===== src/rtl/silence_pkg.sv =====
package silence_pkg;

  // Strobes from control to the run counter in the datapath
  typedef struct packed {
    logic clearCnt;
    logic advanceCnt;
  } ctlStrobes_t;

endpackage


===== src/rtl/silence_datapath.sv =====
module silence_datapath
  import silence_pkg::*;
#(
  parameter int NUM_CH    = 6,
  parameter int SAMPLE_W  = 24,
  parameter int QUIET_RUN = 9600
) (
  input  logic                       clk,
  input  logic                       rst,
  input  logic                       sampleValid,
  input  logic [NUM_CH*SAMPLE_W-1:0] sampleBus,
  input  logic [NUM_CH-1:0]          chanEnable,
  input  logic                       staticMode,
  input  ctlStrobes_t                strobes,
  output logic                       anyLoud,
  output logic                       cntAtLast,
  output logic                       cntFull
);

  localparam int CNT_W = $clog2(QUIET_RUN + 1);
  localparam logic [CNT_W-1:0] FULL_VAL = CNT_W'(QUIET_RUN);
  localparam logic [CNT_W-1:0] LAST_VAL = CNT_W'(QUIET_RUN - 1);

  logic [NUM_CH-1:0] chQuiet;
  logic [NUM_CH-1:0] participate;
  logic [CNT_W-1:0]  runCount;

  // One zero test per channel
  for (genvar g = 0; g < NUM_CH; g++) begin : g_zero
    assign chQuiet[g] = (sampleBus[g*SAMPLE_W +: SAMPLE_W] == '0);
  end

  assign participate = staticMode ? {NUM_CH{1'b1}} : chanEnable;
  assign anyLoud     = |(participate & ~chQuiet);

  always_ff @(posedge clk) begin
    if (rst)                     runCount <= '0;
    else if (strobes.clearCnt)   runCount <= '0;
    else if (strobes.advanceCnt) runCount <= runCount + 1'b1;
  end

  assign cntFull   = (runCount == FULL_VAL);
  assign cntAtLast = (runCount == LAST_VAL);

  // the run never passes the threshold
  a_r4_no_overflow: assert property (@(posedge clk) disable iff (rst)
    runCount <= FULL_VAL);

  // a loud participating strobe restarts the run
  a_r5_loud_clears: assert property (@(posedge clk) disable iff (rst)
    (sampleValid && anyLoud) |=> (runCount == '0));

  // without a strobe the run holds
  a_r3_hold_idle: assert property (@(posedge clk) disable iff (rst)
    !sampleValid |=> $stable(runCount));

endmodule


===== src/rtl/silence_control.sv =====
module silence_control
  import silence_pkg::*;
(
  input  logic        clk,
  input  logic        rst,
  input  logic        sampleValid,
  input  logic        muteReq,
  input  logic        anyLoud,
  input  logic        cntAtLast,
  input  logic        cntFull,
  output ctlStrobes_t strobes,
  output logic        silenceN
);

  logic nextFull;

  always_comb begin
    strobes.clearCnt   = sampleValid & anyLoud;
    strobes.advanceCnt = sampleValid & ~anyLoud & ~cntFull;
    if (cntFull) nextFull = ~strobes.clearCnt;
    else         nextFull = strobes.advanceCnt & cntAtLast;
  end

  always_ff @(posedge clk) begin
    if (rst) silenceN <= 1'b1;
    else     silenceN <= ~(muteReq | nextFull);
  end

  // mute forces the flag low on the next edge
  a_r8_mute_forces: assert property (@(posedge clk) disable iff (rst)
    muteReq |=> !silenceN);

  // a loud strobe without mute releases the flag
  a_r5_loud_releases: assert property (@(posedge clk) disable iff (rst)
    (sampleValid && anyLoud && !muteReq) |=> silenceN);

  // with no strobe and no mute, the flag does not fall
  a_r3_no_fall_idle: assert property (@(posedge clk) disable iff (rst)
    (!sampleValid && !muteReq && silenceN) |=> silenceN);

endmodule


===== src/rtl/silence_watch.sv =====
module silence_watch
  import silence_pkg::*;
#(
  parameter int NUM_CH    = 6,
  parameter int SAMPLE_W  = 24,
  parameter int QUIET_RUN = 9600
) (
  input  logic                       clk,
  input  logic                       rst,
  input  logic                       sampleValid,
  input  logic [NUM_CH*SAMPLE_W-1:0] sampleBus,
  input  logic [NUM_CH-1:0]          chanEnable,
  input  logic                       staticMode,
  input  logic                       muteReq,
  output logic                       silenceN
);

  ctlStrobes_t strobes;
  logic anyLoud;
  logic cntAtLast;
  logic cntFull;

  silence_datapath #(
    .NUM_CH(NUM_CH), .SAMPLE_W(SAMPLE_W), .QUIET_RUN(QUIET_RUN)
  ) u_datapath (
    .clk(clk), .rst(rst), .sampleValid(sampleValid), .sampleBus(sampleBus),
    .chanEnable(chanEnable), .staticMode(staticMode), .strobes(strobes),
    .anyLoud(anyLoud), .cntAtLast(cntAtLast), .cntFull(cntFull)
  );

  silence_control u_control (
    .clk(clk), .rst(rst), .sampleValid(sampleValid), .muteReq(muteReq),
    .anyLoud(anyLoud), .cntAtLast(cntAtLast), .cntFull(cntFull),
    .strobes(strobes), .silenceN(silenceN)
  );

endmodule


===== config.mk =====
export PLATFORM = sky130hd
export DESIGN_NAME = silence_watch
export DESIGN_NICKNAME = d
export VERILOG_FILES = /design/src/rtl/silence_pkg.sv /design/src/rtl/silence_datapath.sv /design/src/rtl/silence_control.sv /design/src/rtl/silence_watch.sv
export SDC_FILE = /design/constraint.sdc
export NUM_CORES = 1
export LEC_CHECK = 0
export CAP_MARGIN = 20
export CORE_ASPECT_RATIO = 0.9
export CORE_MARGIN = 2
export CORE_UTILIZATION = 30
export DETAILED_ROUTE_END_ITERATION = 6
export GPL_ROUTABILITY_DRIVEN = 0
export MAX_ROUTING_LAYER = met4
export PLACE_DENSITY = 0.86
export SYNTH_ARGS = -nofsm -noshare
export SYNTH_HDL_FRONTEND = slang
export SYNTH_SLANG_ARGS = --single-unit

===== constraint.sdc =====
create_clock -name clk -period 4.5 [get_ports clk]
set_input_delay 0.9 -clock clk [delete_from_list [all_inputs] [get_ports clk]]
set_output_delay 0.9 -clock clk [all_outputs]
set_load 0.01 [all_outputs]

=== After elaboration in Yosys (flattened, before gate mapping) ===
Cells that the tools add are included.

* Bits in registers: 15
* Output and inout port bits: 1

* Add/subtract/negate cells: 1
* Equality and inequality tests: 2
* Muxes and demuxes: 2
* Bitwise logic cells: 11
* Reduce and logical (&&, ||, !) cells: 8

{| class="wikitable"
|+ Operators by type and width
! cell !! number
|-
| 24-bit zero test || 6
|-
| 14-bit equality test (second input constant) || 2
|-
| 14-bit by 1-bit adder with 14-bit output (second input constant) || 1
|-
| 6-bit bitwise AND || 1
|-
| 6-bit 2-to-1 mux || 1
|-
| 6-bit inverter || 1
|-
| 6-bit OR reduction || 1
|-
| 1-bit bitwise AND || 4
|-
| 1-bit inverter || 4
|-
| 2-bit OR reduction || 1
|-
| 1-bit 2-to-1 mux || 1
|-
| 1-bit bitwise OR || 1
|}

=== Logic depth before layout (Yosys ltp) ===
* Depth after elaboration: 11
* Gate-level depth with buffers: 8
* Gate-level depth less buffers: 8

=== Hierarchy ===
From an unflattened synthesis, not the netlist that was laid out.

* Cell total of the unflattened synthesis: 144
* Area total of the unflattened synthesis: 1083.5 µm²

{| class="wikitable"
|+ Modules (own cells, without submodules)
! module !! times used !! cells an instance !! area an instance (µm²)
|-
| silence_datapath || 1 || 138 || 1027.2
|-
| silence_control || 1 || 6 || 56.3
|}

=== Worst setup path before layout ===
OpenSTA, ideal clock, no wires.

* Path kind: in2reg
* Start: input sampleBus[115]
* End: register u_control.silenceN
* Arrival: 2.240 ns
* Slack: 2.140 ns
* Stages on the path: 7
* Path through: nor4_1 -> nand4_1 -> nor4_1 -> a32o_2 -> buf_6 -> a41oi_1 -> a211o_1

* Word-level cells in the longest chain between the ends: 11
* Elaborated cells on any way between the ends: 13

{| class="wikitable"
|+ Ends and longest elaborated chain
! element !! RTL line !! source
|-
| from (decl) || silence_watch.sv:11 || <nowiki>input logic [NUM_CH*SAMPLE_W-1:0] sampleBus,</nowiki>
|-
| 24-bit zero test (*) || silence_datapath.sv:30 || <nowiki>assign chQuiet[g] = (sampleBus[g*SAMPLE_W +: SAMPLE_W] == '0);</nowiki>
|-
| 6-bit inverter (*) || silence_datapath.sv:34 || <nowiki>assign anyLoud = |(participate & ~chQuiet);</nowiki>
|-
| 6-bit bitwise AND (*) || silence_datapath.sv:34 ||
|-
| 6-bit OR reduction (*) || silence_datapath.sv:34 ||
|-
| 1-bit inverter || silence_control.sv:19 || <nowiki>strobes.advanceCnt = sampleValid & ~anyLoud & ~cntFull;</nowiki>
|-
| 1-bit bitwise AND (2 in a row) || silence_control.sv:19 ||
|-
| 1-bit bitwise AND || silence_control.sv:21 || <nowiki>else nextFull = strobes.advanceCnt & cntAtLast;</nowiki>
|-
| 1-bit 2-to-1 mux (*) || silence_control.sv:20 || <nowiki>if (cntFull) nextFull = ~strobes.clearCnt;</nowiki>
|-
| 1-bit bitwise OR (*) || silence_control.sv:26 || <nowiki>else silenceN <= ~(muteReq | nextFull);</nowiki>
|-
| 1-bit inverter (*) || silence_control.sv:26 ||
|-
| to (signal assigned) || silence_control.sv:26 ||
|-
| to (decl) || silence_control.sv:12 || <nowiki>output logic silenceN</nowiki>
|}

Every way passes the cells marked *; elsewhere a longest branch is shown, timed or not.
A chain may end at the register's enable or synchronous reset.

=== Final worst setup path ===
* Start: input sampleBus[25]
* End: register u_datapath.runCount[12]

* Word-level cells in the longest chain between the ends: 7
* Elaborated cells on any way between the ends: 9

{| class="wikitable"
|+ Ends and longest elaborated chain
! element !! RTL line !! source
|-
| 24-bit zero test (*) || silence_datapath.sv:30 ||
|-
| 6-bit inverter (*) || silence_datapath.sv:34 ||
|-
| 6-bit bitwise AND (*) || silence_datapath.sv:34 ||
|-
| 6-bit OR reduction (*) || silence_datapath.sv:34 ||
|-
| 1-bit inverter || silence_control.sv:19 ||
|-
| 1-bit bitwise AND (2 in a row) || silence_control.sv:19 ||
|-
| to (signal assigned) || silence_datapath.sv:39 || <nowiki>else if (strobes.advanceCnt) runCount <= runCount + 1'b1;</nowiki>
|-
| to (decl) || silence_datapath.sv:26 || <nowiki>logic [CNT_W-1:0] runCount;</nowiki>
|}

Marks and branches as above.

==> results.toml <==
[die]
core_region_area_mm2 = 0.00449
fp.dieH_um = 69.0
die_w_um = 76.2
placementRows = 23
initial_utilization_pct = 31.4
die_area_mm2 = 0.00526
io_pins = 156

[placed_design]
port_buffers = 155
hpwl_um = 5430
dpl.cell_count = 395

[cts]
cts_setup_buffers = 0
cts_root_buf = "clkbuf_8"
cts_tree = "done"
htree_levels = 1
ctsResizeCount = 0
clock-sinks = 15
numCtsBuffers = 3
clk_pin_slew_worst_paths_ns = 0.06
insertion_delay_ns = 0.25
clockBufferDepth = 2
cts_hold_buf = 0

[critical_path]
arrival_ns = 3.27
reg2reg_from = "u_datapath.runCount[1]"
regToRegEndpoint = "u_datapath.runCount[12]"
path_class = "in2reg"
worstSetupStartpointType = "primary input"
end_kind = "flip-flop"
r2r_slack_ns = 2.50
crit_fanout = 18
r2r_cells = 7
required_ns = 4.64

[power]
peakVddDrop_mv = 0.113
netSwitchingFraction_pct = 21.2
clkPwrFrac_pct = 27.1
p_leak_uw = 0.00103
power_density_mw_per_mm2 = 135
combPwrFrac_pct = 40.1
seq_power_share_pct = 32.8
p_int_uw = 321
power.switching_uw = 86.3

[synthesis]
ys_types = 36
syn_inst = 188
syn_area_per_cell_um2 = 7.49
synth.net_count = 345
yosysSeqAreaShare_pct = 21.3
syn_area_mm2 = 0.00141
ys_seq_elements = 15
synth.yosys.warnings = 0

[min_path]
hold_path_startpoint = "u_datapath.runCount[13]"
whs_endpoint = "u_datapath.runCount[13]"
min_path_cells = 2
min_path_type = "reg2reg"

[finish]
fin_nets = 495
drive_gt1_share_pct = 2.37
antenna_cells = 0
regArea_um2 = 300
num-fill-cells = 402
stdcell_count = 399
multi_input_area_mm2 = 0.00102
syn2layout_area_growth_pct = 115

[sta]
maxSlewViolCount = 0
hold_viol_final = 0
relSlewSlack_pct = 39.2
finalSetupTns_ns = 0
rsz0062_at_grt = "false"
skew_ns = 0.00481
fin_crit_sh_pct = 69.5
fin_crit_ns = 3.13
tightest_slew_ns = 0.909
setup_viol = 0
fmax_mhz = 320

[grt]
grt_overflow = 0
met1_usage_pct = 24.6
grt_antenna_before_repair = 0
grt_max_degree = 26
grt_usage_pct = 24.4
gr-usage-met2_pct = 48.8
grt_pass1_vias = 2165
grt_use_met3_pct = 4.04
grt_busiest_layer = "met2"
grt_pass1_wl_um = 9970

[detailed_routing]
routedWlPerCell_um = 15.9
vias_per_cell = 5.37
postRouteAntennaNets = 0
drtIter0Drc = 126
wirelength_um = 6340
vias = 2143
drt_pre_antenna_iters = 4
drc_errors = 0

[flow_run]
drv_cap = 0

[outcome]
status = "finished clean"
==> per-stage QoR <==
step | hold slack, ns | power, uW | util [%] | cell area, um2 | setup WS [ns]
CTS | 0.491 | 410 | 67.4 | 3020 | 1.38
finish | 0.492 | 407 | 67.4 | 3020 | 1.37
floorplan | 0.455 | 160 | - | 1410 | 2.14
global placement | 0.475 | 296 | 66.4 | 2980 | 1.11
detailed placement | 0.481 | 299 | 66.4 | 2980 | 1.12
global route | 0.537 | 424 | 67.4 | 3020 | 1.24
==> power groups by stage <==
stage / clock (uW) / sequential (uW) / combinational, uW
CTS: 113 / 133 / 163
detailed placement: 0 / 136 / 163
floorplan: 0 / 137 / 23.0
finish: 110 / 133 / 163
global route: 118 / 133 / 173
global placement: 0 / 136 / 160
==> cell families after synthesis <==
kind of cell / after synthesis / share of synthesized area (%)
AOI/OAI and AO/OA: 38 / 21.2
adders and majority gates: 2 / 1.78
buffers and inverters: 17 / 5.96
DFF: 15 / 21.3
muxes: 1 / 0.800
and+or+nand+nor: 115 / 49.0
==> critical path, stage by stage <==
cell and delay (ns):
clkdlybuf4s50_1 0.41, nor4_1 0.33, nand4_1 0.15, o21ai_0 0.32
and3_1 0.63, a311oi_2 0.26, a21bo_2 0.27
==> final cells by class <==
type	count	share of cell area, %
Clock buffer	4	1.49
Timing Repair Buffer	155	51.3
Inverter	7	0.869
Multi-Input combinational cell	156	33.8
Sequential cell	15	9.93
Tap cell	62	2.57
==> cell usage in the layout, fill, tap and decap left out, drive strengths merged, types with 4 or more instances in the layout <==
cell type / instances
nand3: 4
a21oi: 6
nor4: 43
nand4: 10
o2111ai: 9
inv: 7
nand2: 16
and2: 6
clkdlybuf4s50: 155
clkbuf: 4
o21ai: 6
nand2b: 5
dfxtp: 15
nor3b: 9
nor3: 6
==> per-layer routing <==
layer,vias to the layer above,share of wire (%)
met3,20,4.8
li1,1069,-
met1,966,37
met2,88,55
met5,-,0
met4,0,3.4
==> worst max-delay path by stage <==
stage | from | end | slack (ns) | cells past startpoint
floorplan | sampleBus[115] | u_control.silenceN | 2.14 | 7
global placement | sampleBus[25] | u_control.silenceN | 1.11 | 7
detailed placement | sampleBus[25] | u_control.silenceN | 1.12 | 7
CTS | sampleBus[25] | u_control.silenceN | 1.38 | 7
global route | sampleBus[24] | u_control.silenceN | 1.24 | 7
finish | sampleBus[25] | u_datapath.runCount[12] | 1.37 | 7
==> registers in the layout (all words and copies together), names as in the netlist <==
signal / count
u_datapath.runCount: 14
u_control.silenceN: 1
==> synth_stat cells, drive strengths merged <==
cell / count / area, um2
ha: 2 / 25.0
buf: 6 / 42.5
and3b: 2 / 17.5
nor4bb: 1 / 10.0
nand3: 4 / 20.0
clkbuf: 4 / 15.0
a311oi: 3 / 32.5
and2: 6 / 37.5
a21o: 3 / 22.5
mux2: 1 / 11.3
dfxtp: 15 / 300
o21ai: 6 / 30.0
nand2: 16 / 60.1
nor2: 3 / 11.3
o31ai: 2 / 15.0
nand4b: 1 / 8.76
a211o: 1 / 8.76
nor4b: 1 / 8.76
nand4: 10 / 62.6
inv: 7 / 26.3
o2111a: 3 / 33.8
nor3: 6 / 30.0
and4: 2 / 17.5
a32o: 1 / 11.3
nor4: 43 / 269
nor3b: 9 / 67.6
a41oi: 1 / 8.76
nor2b: 3 / 18.8
a21oi: 6 / 30.0
and3: 3 / 18.8
nand2b: 5 / 31.3
a21bo: 2 / 20.0
o2111ai: 9 / 78.8
a31oi: 1 / 6.26
No activity file was read; power rests on OpenSTA's default activity.
